<file path="src/rtl/sepJoinPkg.sv">
package sepJoinPkg;

  // Life cycle of one tracker entry.
  typedef enum logic [2:0] {
    ST_IDLE     = 3'd0,
    ST_WAIT     = 3'd1,
    ST_HAVE_DAT = 3'd2,
    ST_HAVE_RSP = 3'd3,
    ST_DONE_OK  = 3'd4,
    ST_DONE_ERR = 3'd5
  } entState_t;

  // Strobes from the control to the datapath for one entry.
  typedef struct packed {
    logic capDat;
    logic capRsp;
  } entStrobe_t;

endpackage

</file>
<file path="src/rtl/sepJoinData.sv">
module sepJoinData
  import sepJoinPkg::*;
#(
  parameter int IDW = 3,
  parameter int DW  = 16
) (
  input  logic                   clk,
  input  logic                   rstN,
  input  entStrobe_t [(1<<IDW)-1:0] strb,
  input  logic                   datValid,
  input  logic [IDW-1:0]         datId,
  input  logic [DW-1:0]          datWord,
  input  logic [1:0]             datState,
  input  logic [1:0]             datErr,
  input  logic                   rspValid,
  input  logic [IDW-1:0]         rspId,
  input  logic [1:0]             rspState,
  input  logic [1:0]             rspErr,
  input  logic [IDW-1:0]         outSel,
  input  logic                   outCommit,
  output logic [(1<<IDW)-1:0]    fit,
  output logic [DW-1:0]          outWord
);
  localparam int N = 1 << IDW;

  logic [DW-1:0] wordQ [N];
  logic [1:0]    dStQ  [N];
  logic [1:0]    dErQ  [N];
  logic [1:0]    rStQ  [N];
  logic [1:0]    rErQ  [N];

  // Speculative hold of each part's fields until the join resolves.
  always_ff @(posedge clk) begin
    if (!rstN) begin
      for (int i = 0; i < N; i++) begin
        wordQ[i] <= '0;
        dStQ[i]  <= '0;
        dErQ[i]  <= '0;
        rStQ[i]  <= '0;
        rErQ[i]  <= '0;
      end
    end else begin
      for (int i = 0; i < N; i++) begin
        if (strb[i].capDat) begin
          wordQ[i] <= datWord;
          dStQ[i]  <= datState;
          dErQ[i]  <= datErr;
        end
        if (strb[i].capRsp) begin
          rStQ[i] <= rspState;
          rErQ[i] <= rspErr;
        end
      end
    end
  end

  // Consistency of the two parts, taking a part from the channel when it
  // arrives this cycle and from the hold registers otherwise.
  for (genvar g = 0; g < N; g++) begin : gFit
    logic       useDat, useRsp;
    logic [1:0] dSt, dEr, rSt, rEr;
    assign useDat = datValid && (datId == IDW'(g));
    assign useRsp = rspValid && (rspId == IDW'(g));
    assign dSt    = useDat ? datState : dStQ[g];
    assign dEr    = useDat ? datErr   : dErQ[g];
    assign rSt    = useRsp ? rspState : rStQ[g];
    assign rEr    = useRsp ? rspErr   : rErQ[g];
    assign fit[g] = (dSt == rSt) && (dEr == rEr) && (dEr == 2'b00) && (rEr == 2'b00);
  end

  assign outWord = wordQ[outSel];

  // a commit leaves only with matching, error-free held fields.
  assert_commit_consistent_R4: assert property (@(posedge clk) disable iff (!rstN)
    outCommit |-> (dStQ[outSel] == rStQ[outSel]) && (dErQ[outSel] == 2'b00)
                  && (rErQ[outSel] == 2'b00));

endmodule

</file>
<file path="src/rtl/sepJoinCtrl.sv">
module sepJoinCtrl
  import sepJoinPkg::*;
#(
  parameter int IDW = 3
) (
  input  logic                   clk,
  input  logic                   rstN,
  input  logic                   reqValid,
  input  logic [IDW-1:0]         reqId,
  input  logic                   datValid,
  input  logic [IDW-1:0]         datId,
  input  logic                   rspValid,
  input  logic [IDW-1:0]         rspId,
  input  logic [(1<<IDW)-1:0]    fit,
  input  logic                   outReady,
  output entStrobe_t [(1<<IDW)-1:0] strb,
  output logic                   outValid,
  output logic [IDW-1:0]         outSel,
  output logic                   outIsErr,
  output logic                   protoErr,
  output logic                   unexpected
);
  localparam int N = 1 << IDW;

  entState_t      st    [N];
  entState_t      stNxt [N];
  logic [N-1:0]   hitReq, hitDat, hitRsp, ackV, doneVec, badReq, badMsg;
  logic           holdQ;
  logic [IDW-1:0] holdSelQ, firstDone;
  logic           anyDone;

  for (genvar g = 0; g < N; g++) begin : gEnt
    assign hitReq[g]  = reqValid && (reqId == IDW'(g));
    assign hitDat[g]  = datValid && (datId == IDW'(g));
    assign hitRsp[g]  = rspValid && (rspId == IDW'(g));
    assign ackV[g]    = outValid && outReady && (outSel == IDW'(g));
    assign doneVec[g] = (st[g] == ST_DONE_OK) || (st[g] == ST_DONE_ERR);

    // a free entry can never jump straight to a commit.
    assert_no_early_commit_R2: assert property (@(posedge clk) disable iff (!rstN)
      (st[g] == ST_IDLE) |=> (st[g] != ST_DONE_OK));
  end

  // Fixed priority: lowest finished ID wins when nothing is held.
  always_comb begin
    firstDone = '0;
    anyDone   = 1'b0;
    for (int i = N - 1; i >= 0; i--) begin
      if (doneVec[i]) begin
        firstDone = IDW'(i);
        anyDone   = 1'b1;
      end
    end
  end

  assign outValid = holdQ | anyDone;
  assign outSel   = holdQ ? holdSelQ : firstDone;
  assign outIsErr = (st[outSel] == ST_DONE_ERR);

  // Per-entry join state machine.
  always_comb begin
    for (int i = 0; i < N; i++) begin
      stNxt[i]  = st[i];
      strb[i]   = '0;
      badReq[i] = hitReq[i] && (st[i] != ST_IDLE);
      badMsg[i] = (hitDat[i] || hitRsp[i]) && ((st[i] == ST_IDLE) || doneVec[i]);
      case (st[i])
        ST_IDLE: begin
          if (hitReq[i]) stNxt[i] = ST_WAIT;
        end
        ST_WAIT: begin
          strb[i].capDat = hitDat[i];
          strb[i].capRsp = hitRsp[i];
          if (hitDat[i] && hitRsp[i]) stNxt[i] = fit[i] ? ST_DONE_OK : ST_DONE_ERR;
          else if (hitDat[i])         stNxt[i] = ST_HAVE_DAT;
          else if (hitRsp[i])         stNxt[i] = ST_HAVE_RSP;
        end
        ST_HAVE_DAT: begin
          strb[i].capRsp = hitRsp[i] && !hitDat[i];
          if (hitDat[i])      stNxt[i] = ST_DONE_ERR;
          else if (hitRsp[i]) stNxt[i] = fit[i] ? ST_DONE_OK : ST_DONE_ERR;
        end
        ST_HAVE_RSP: begin
          strb[i].capDat = hitDat[i] && !hitRsp[i];
          if (hitRsp[i])      stNxt[i] = ST_DONE_ERR;
          else if (hitDat[i]) stNxt[i] = fit[i] ? ST_DONE_OK : ST_DONE_ERR;
        end
        default: begin
          if (ackV[i]) stNxt[i] = ST_IDLE;
        end
      endcase
    end
  end

  always_ff @(posedge clk) begin
    if (!rstN) begin
      for (int i = 0; i < N; i++) st[i] <= ST_IDLE;
      holdQ      <= 1'b0;
      holdSelQ   <= '0;
      protoErr   <= 1'b0;
      unexpected <= 1'b0;
    end else begin
      for (int i = 0; i < N; i++) st[i] <= stNxt[i];
      holdQ      <= outValid && !outReady;
      holdSelQ   <= outSel;
      protoErr   <= |badReq;
      unexpected <= |badMsg;
    end
  end

  // an offered result does not move until it is taken.
  assert_hold_stable_R8: assert property (@(posedge clk) disable iff (!rstN)
    (outValid && !outReady) |=> (outValid && $stable(outSel) && $stable(outIsErr)));

  // a request on a busy entry is flagged one cycle later.
  assert_busy_request_flag_R6: assert property (@(posedge clk) disable iff (!rstN)
    (reqValid && (st[reqId] != ST_IDLE)) |=> protoErr);

  // a data part with no open join is flagged one cycle later.
  assert_stray_data_flag_R7: assert property (@(posedge clk) disable iff (!rstN)
    (datValid && (st[datId] == ST_IDLE)) |=> unexpected);

  // without a held result, nothing finished sits below the offered ID.
  assert_lowest_first_R9: assert property (@(posedge clk) disable iff (!rstN)
    (outValid && !holdQ) |-> ((doneVec & ((N'(1) << outSel) - N'(1))) == '0));

endmodule

</file>
<file path="src/rtl/sepJoinTracker.sv">
module sepJoinTracker
  import sepJoinPkg::*;
#(
  parameter int IDW = 3,
  parameter int DW  = 16
) (
  input  logic           clk,
  input  logic           rstN,
  input  logic           reqValid,
  input  logic [IDW-1:0] reqId,
  input  logic           datValid,
  input  logic [IDW-1:0] datId,
  input  logic [DW-1:0]  datWord,
  input  logic [1:0]     datState,
  input  logic [1:0]     datErr,
  input  logic           rspValid,
  input  logic [IDW-1:0] rspId,
  input  logic [1:0]     rspState,
  input  logic [1:0]     rspErr,
  output logic           outValid,
  input  logic           outReady,
  output logic [IDW-1:0] outId,
  output logic [DW-1:0]  outWord,
  output logic           outIsErr,
  output logic           protoErr,
  output logic           unexpected
);
  localparam int N = 1 << IDW;

  entStrobe_t [N-1:0] strb;
  logic [N-1:0]       fit;
  logic [IDW-1:0]     outSel;

  sepJoinCtrl #(.IDW(IDW)) u_ctrl (
    .clk        (clk),
    .rstN       (rstN),
    .reqValid   (reqValid),
    .reqId      (reqId),
    .datValid   (datValid),
    .datId      (datId),
    .rspValid   (rspValid),
    .rspId      (rspId),
    .fit        (fit),
    .outReady   (outReady),
    .strb       (strb),
    .outValid   (outValid),
    .outSel     (outSel),
    .outIsErr   (outIsErr),
    .protoErr   (protoErr),
    .unexpected (unexpected)
  );

  sepJoinData #(.IDW(IDW), .DW(DW)) u_data (
    .clk       (clk),
    .rstN      (rstN),
    .strb      (strb),
    .datValid  (datValid),
    .datId     (datId),
    .datWord   (datWord),
    .datState  (datState),
    .datErr    (datErr),
    .rspValid  (rspValid),
    .rspId     (rspId),
    .rspState  (rspState),
    .rspErr    (rspErr),
    .outSel    (outSel),
    .outCommit (outValid && !outIsErr),
    .fit       (fit),
    .outWord   (outWord)
  );

  assign outId = outSel;

endmodule

</file>
<file path="config.mk">
export PLATFORM = sky130hd
export DESIGN_NAME = sepJoinTracker
export DESIGN_NICKNAME = d
export VERILOG_FILES = /design/src/rtl/sepJoinPkg.sv /design/src/rtl/sepJoinData.sv /design/src/rtl/sepJoinCtrl.sv /design/src/rtl/sepJoinTracker.sv
export SDC_FILE = /design/constraint.sdc
export NUM_CORES = 1
export LEC_CHECK = 0
export ABC_AREA = 1
export BUFFER_PORTS_ARGS = -buffer_cell sky130_fd_sc_hd__buf_2
export CAP_MARGIN = 20
export CORE_UTILIZATION = 50
export CTS_CLUSTER_DIAMETER = 80
export DETAILED_ROUTE_END_ITERATION = 10
export PLACE_DENSITY = 0.66
export SLEW_MARGIN = 0
export SYNTH_ARGS = -nofsm -noshare
export SYNTH_HDL_FRONTEND = slang
export SYNTH_HIERARCHICAL = 1
export SYNTH_SLANG_ARGS = --single-unit
</file>
<file path="constraint.sdc">
create_clock -name clk -period 2.5 [get_ports clk]
set_clock_uncertainty 0.05 [all_clocks]
set_input_delay 0.25 -clock clk [delete_from_list [all_inputs] [get_ports clk]]
set_output_delay 0.25 -clock clk [all_outputs]
set_load 0.01 [all_outputs]
</file>
---- Yosys cells after proc, flatten, opt, wreduce, memory -nomap -nowiden ----
Memories as Yosys holds them, arrays and structs flattened.
Cells that the tools add are included.
storage, ports and cells
  memories kept ........................... 6
  register bits after elaboration ......... 6
  word-level logic and storage cells ...... 572
  input bits .............................. 39
  memory bits (writable) .................. 216
memory list
  memory        words  bits a word  read ports  clocked after memory_dff  write ports  RTL line           text
  u_data.wordQ  8      16           1           0                         8            sepJoinData.sv:26  logic [DW-1:0] wordQ [N];
  u_ctrl.st     8      3            9           0                         8            sepJoinCtrl.sv:25  entState_t st [N];
  u_data.dErQ   8      2            8           0                         8            sepJoinData.sv:28  logic [1:0] dErQ [N];
  u_data.dStQ   8      2            8           0                         8            sepJoinData.sv:27  logic [1:0] dStQ [N];
  u_data.rErQ   8      2            8           0                         8            sepJoinData.sv:30  logic [1:0] rErQ [N];
  u_data.rStQ   8      2            8           0                         8            sepJoinData.sv:29  logic [1:0] rStQ [N];
operators by class
  bitwise logic cells ..................... 49
  equal/unequal tests ..................... 85
  muxes and demuxes ....................... 251
  reductions and logical operators ........ 177
operators by type and width
  kind                                                                   count
  3-bit two-way mux                                                      89
  16-bit two-way mux                                                     8
  2-bit two-way mux                                                      64
  3-bit equality test, second input constant                             33
  1-bit logical AND                                                      98
  3-bit one-hot mux with 4 select lines                                  8
  3-bit by 2-bit equality test with 1-bit output, second input constant  24
  1-bit two-way mux                                                      66
  1-bit OR                                                               49
  3-bit by 1-bit equality test with 1-bit output, second input constant  12
  3-bit zero test                                                        12
  2-bit equality test                                                    16
  2-bit zero test                                                        16
  1-bit one-hot mux with 2 select lines                                  16
  1-bit logical OR                                                       24
  3-bit nonzero test                                                     8
  1-bit zero test                                                        17
  8-bit OR reduction                                                     2

---- Longest topological paths before layout ----
An unclocked memory read counts as a cell.
  depth after elaboration ................. 17
  gate-level depth with buffers ........... 19

---- Cells and area by module ----
The synthesis kept the hierarchy.
modules (own cells, without submodules)
  module          sequential area each (um^2)  times used  area an instance (um^2)  cells an instance
  sepJoinData     5,765.5                      1           9,386.5                  1,101
  sepJoinCtrl     600.6                        1           2,915.3                  522
  sepJoinTracker  0.0                          1           10.0                     2

---- Worst setup path after synthesis ----
Ideal clock, no wire load.
  path type ............................... reg-to-output
  start point ............................. memory u_ctrl/st[7][2] (netlist bit)
  end point ............................... output port outWord[8]
  stages on the path, launching flop included .. 18
  slack ................................... 0.212 ns
  arrival ................................. 1.988 ns
  buffers on the path ..................... 3
  data required time ...................... 2.200 ns
  path through ............................ dfxtp_1 inv_2 nor2_1 nand2_1 nand2_1 nand2_1 nand2_1 nand2_1 nand2_1 nand2_2 nand2_2 buf_6 buf_2 clkbuf_1 o21ai_0 o21ai_0 nand2_1 nand2_1
RTL lines
  item                RTL line              text
  start: declaration  sepJoinCtrl.sv:25
  end: declaration    sepJoinTracker.sv:23  output logic [DW-1:0] outWord,

==> flow_metrics.py <==
metrics = {
    "detailed_routing": {
        "drt_wl_total_um": 36500,
        "drcViolationCount": 0,
        "dr_total_vias": 11400,
        "via_per_inst": 5.44,
        "drtIter0Drc": 1222,
        "ant_nets": 0,
        "wire_per_inst_um": 17.4,
        "dr.pass1.iters": 6,
    },
    "timing": {
        "tightest_slew_ns": 0.469,
        "fin_crit_sh_pct": 110,
        "slew_violations": 0,
        "setup_viol": 17,
        "relSlewSlack_pct": 68.6,
        "holdWs_ns": 0.0343,
        "finalWorstSetupSlack_ns": -0.259,
        "timing.final.crit_period_ns": 2.76,
        "rsz0062_at_grt": "true",
        "fin_setup_tns_ns": -3.55,
        "hold_violations": 0,
        "fmax_ghz": 0.362,
    },
    "place": {
        "hpwlAfterDp_um": 23200,
        "dp_cells": 2010,
        "portBuffers": 61,
        "gp_congestion": 0.923,
        "preCtsSetupSlack_ns": 0.0406,
    },
    "clock_tree": {
        "cts_tree": "done",
        "worstSkewPairLatency_ns": 0.54,
        "clock_sinks": 222,
        "htree_levels": 1,
        "numCtsBuffers": 25,
        "cts.clk_slew.worst_paths_ns": 0.06,
        "clockBufferDepth": 3,
        "root_buffer": "clkbuf_16",
    },
    "floorplan": {
        "ios": 62,
        "die_w_um": 159,
        "initial_utilization_pct": 50.7,
        "dieArea_sq_um": 25200,
        "die_h_um": 159,
        "rows": 57,
        "core_area_sq_um": 24200,
    },
    "global_route": {
        "grt_remaining_overflow": 0,
        "antenna_found_initial": 0,
        "grt_max_degree": 57,
        "grt_use_total_pct": 28.3,
        "grt_pass1_wl_um": 55900,
        "grt_pass1_vias": 10700,
    },
    "setup_path": {
        "end_kind": "output port",
        "start_kind": "flop",
        "path_cells": "nor2_4 > nand2_2 > nand2_2 > nand2_1 > nand2_1 > nand2_1 > nand2_2 > nand2_4 > nand2_8 > buf_12 > buf_12 > nor2_1 > nor2_1 > o21ai_1 > o21ai_1 > nand2_1 > nand2_1 > buf_2",
        "cp_top_family": "simple AND/OR/NAND/NOR gates",
        "r2r_slack_ns": 0.41,
        "critPathSlowestCell": "dfxtp_4",
        "cp_max_fo": 8,
        "cp.required_ns": 2.20,
        "worstSetupPathType": "reg2out",
        "path_common_cell": "nand2_1",
        "cpPeakStageDelay_ns": 0.37,
        "crit_arrival_ns": 2.46,
        "path_buf_inv": 3,
    },
    "power_and_ir_drop": {
        "clkPwrFrac_pct": 18.8,
        "p_seq_share_pct": 22.9,
        "switching_share_pct": 42.4,
        "p_int_uw": 11600,
        "p_total_uw": 20100,
        "combPwrFrac_pct": 58.3,
        "static-leakage-power_uw": 0.00676,
        "peakVddDrop_uv": 1230,
        "switchingPower_uw": 8540,
        "power.density_nw_per_um2": 1340,
    },
    "synthesis": {
        "netlist_area_sq_um": 12300,
        "syn_area_per_cell_sq_um": 7.58,
        "syn_nets": 1662,
        "ys_warn_count": 6,
        "synthCells": 1623,
    },
    "run": {
        "drv_cap": 0,
    },
    "outcome": {
        "status": "finished, violations left",
        "violations": "setup timing",
    },
    "layout": {
        "drive_above_1_share_pct": 15.0,
        "finalNonFillerCells": 2099,
        "n_antenna_cell": 0,
        "nFillCells": 2141,
        "multi_input_area_sq_um": 5140,
        "final_nets": 1796,
        "seqCellArea_sq_um": 6380,
        "area_delta_synth_final_pct": 22.1,
    },
    "min_path": {
        "hold_path.class": "in2reg",
    },
}
final cells by class:
class,count,share of cell area [%]
flip-flops and latches,222,42.5
multi-input cells,1158,34.2
repair buffers,159,10.2
inverters,191,4.84
clock buffers,31,4.31
well taps,324,2.70
clock inverters,14,1.27
repair_timing:
action	CTS	global route
hold endpoints to repair	35	0
cloned	7	5
setup endpoints to repair	17	17
setup buffers	10	4
hold buffers	18	0
gates resized for setup	87	39
pin swaps	6	22
state kept, by name, indices dropped and copies added (netlist names):
name	count
u_data/rErQ	16
u_data/wordQ	128
u_data/dStQ	16
u_ctrl/st	24
u_ctrl/holdSelQ	3
u_ctrl/holdQ	1
u_data/dErQ	16
u_data/rStQ	16
u_ctrl/unexpected	1
u_ctrl/protoErr	1
layer usage:
layer | GRT usage [%] | wire length, um | up-vias
met5 | 0 | 0 | -
met2 | 47.1 | 17200 | 517
met1 | 38.8 | 15300 | 5311
met3 | 3.81 | 3110 | 68
met4 | 7.74 | 841 | 0
li1 | - | - | 5517
final timing paths:
check,to,cells past startpoint,from
max,outWord[0],18,u_ctrl/st[7][1]
min,u_data/wordQ[6][0],3,datWord[0]
max reg2reg,u_ctrl/st[6][0],11,u_data/dErQ[1][4]
min reg2reg,u_ctrl/st[2][0],2,u_ctrl/st[2][0]
placed cells by master, fill, tap and decap left out, drive strengths merged, types with 3 or more instances in the layout:
master and count:
dlygate4sd3 18, a211oi 9, edfxtp 192, dfxtp 30, nor2 383, a21oi 31, clkinv 6, o22ai 3
nand4 20, inv 193, o211ai 5, nand3 55, o32ai 3, nor3 14, buf 135, bufinv 4
o21ai 150, nand2 471, clkbuf 36
metrics by stage:
step / utilization, % / cell area, sq um
floorplan: - / 12300
global placement: 54.9 / 13300
detailed placement: 54.9 / 13300
CTS: 61.0 / 14800
global route: 62.0 / 15000
finish: 62.0 / 15000
worst reg2reg max path, delay by kind of cell, from the launching register on:
kind            cells  cell delay, ns
flops               1            0.36
compound gates      3            0.69
simple gates        8            0.86
power groups by stage:
stage	sequential, uW	clock, uW	combinational, uW
after global routing	4650	3950	12700
final	4610	3790	11700
after CTS	4600	3820	10600
after detailed placement	4650	0	8420
after floorplan	4640	0	5720
after global placement	4650	0	8340
Power figures use the tool's default switching activity.
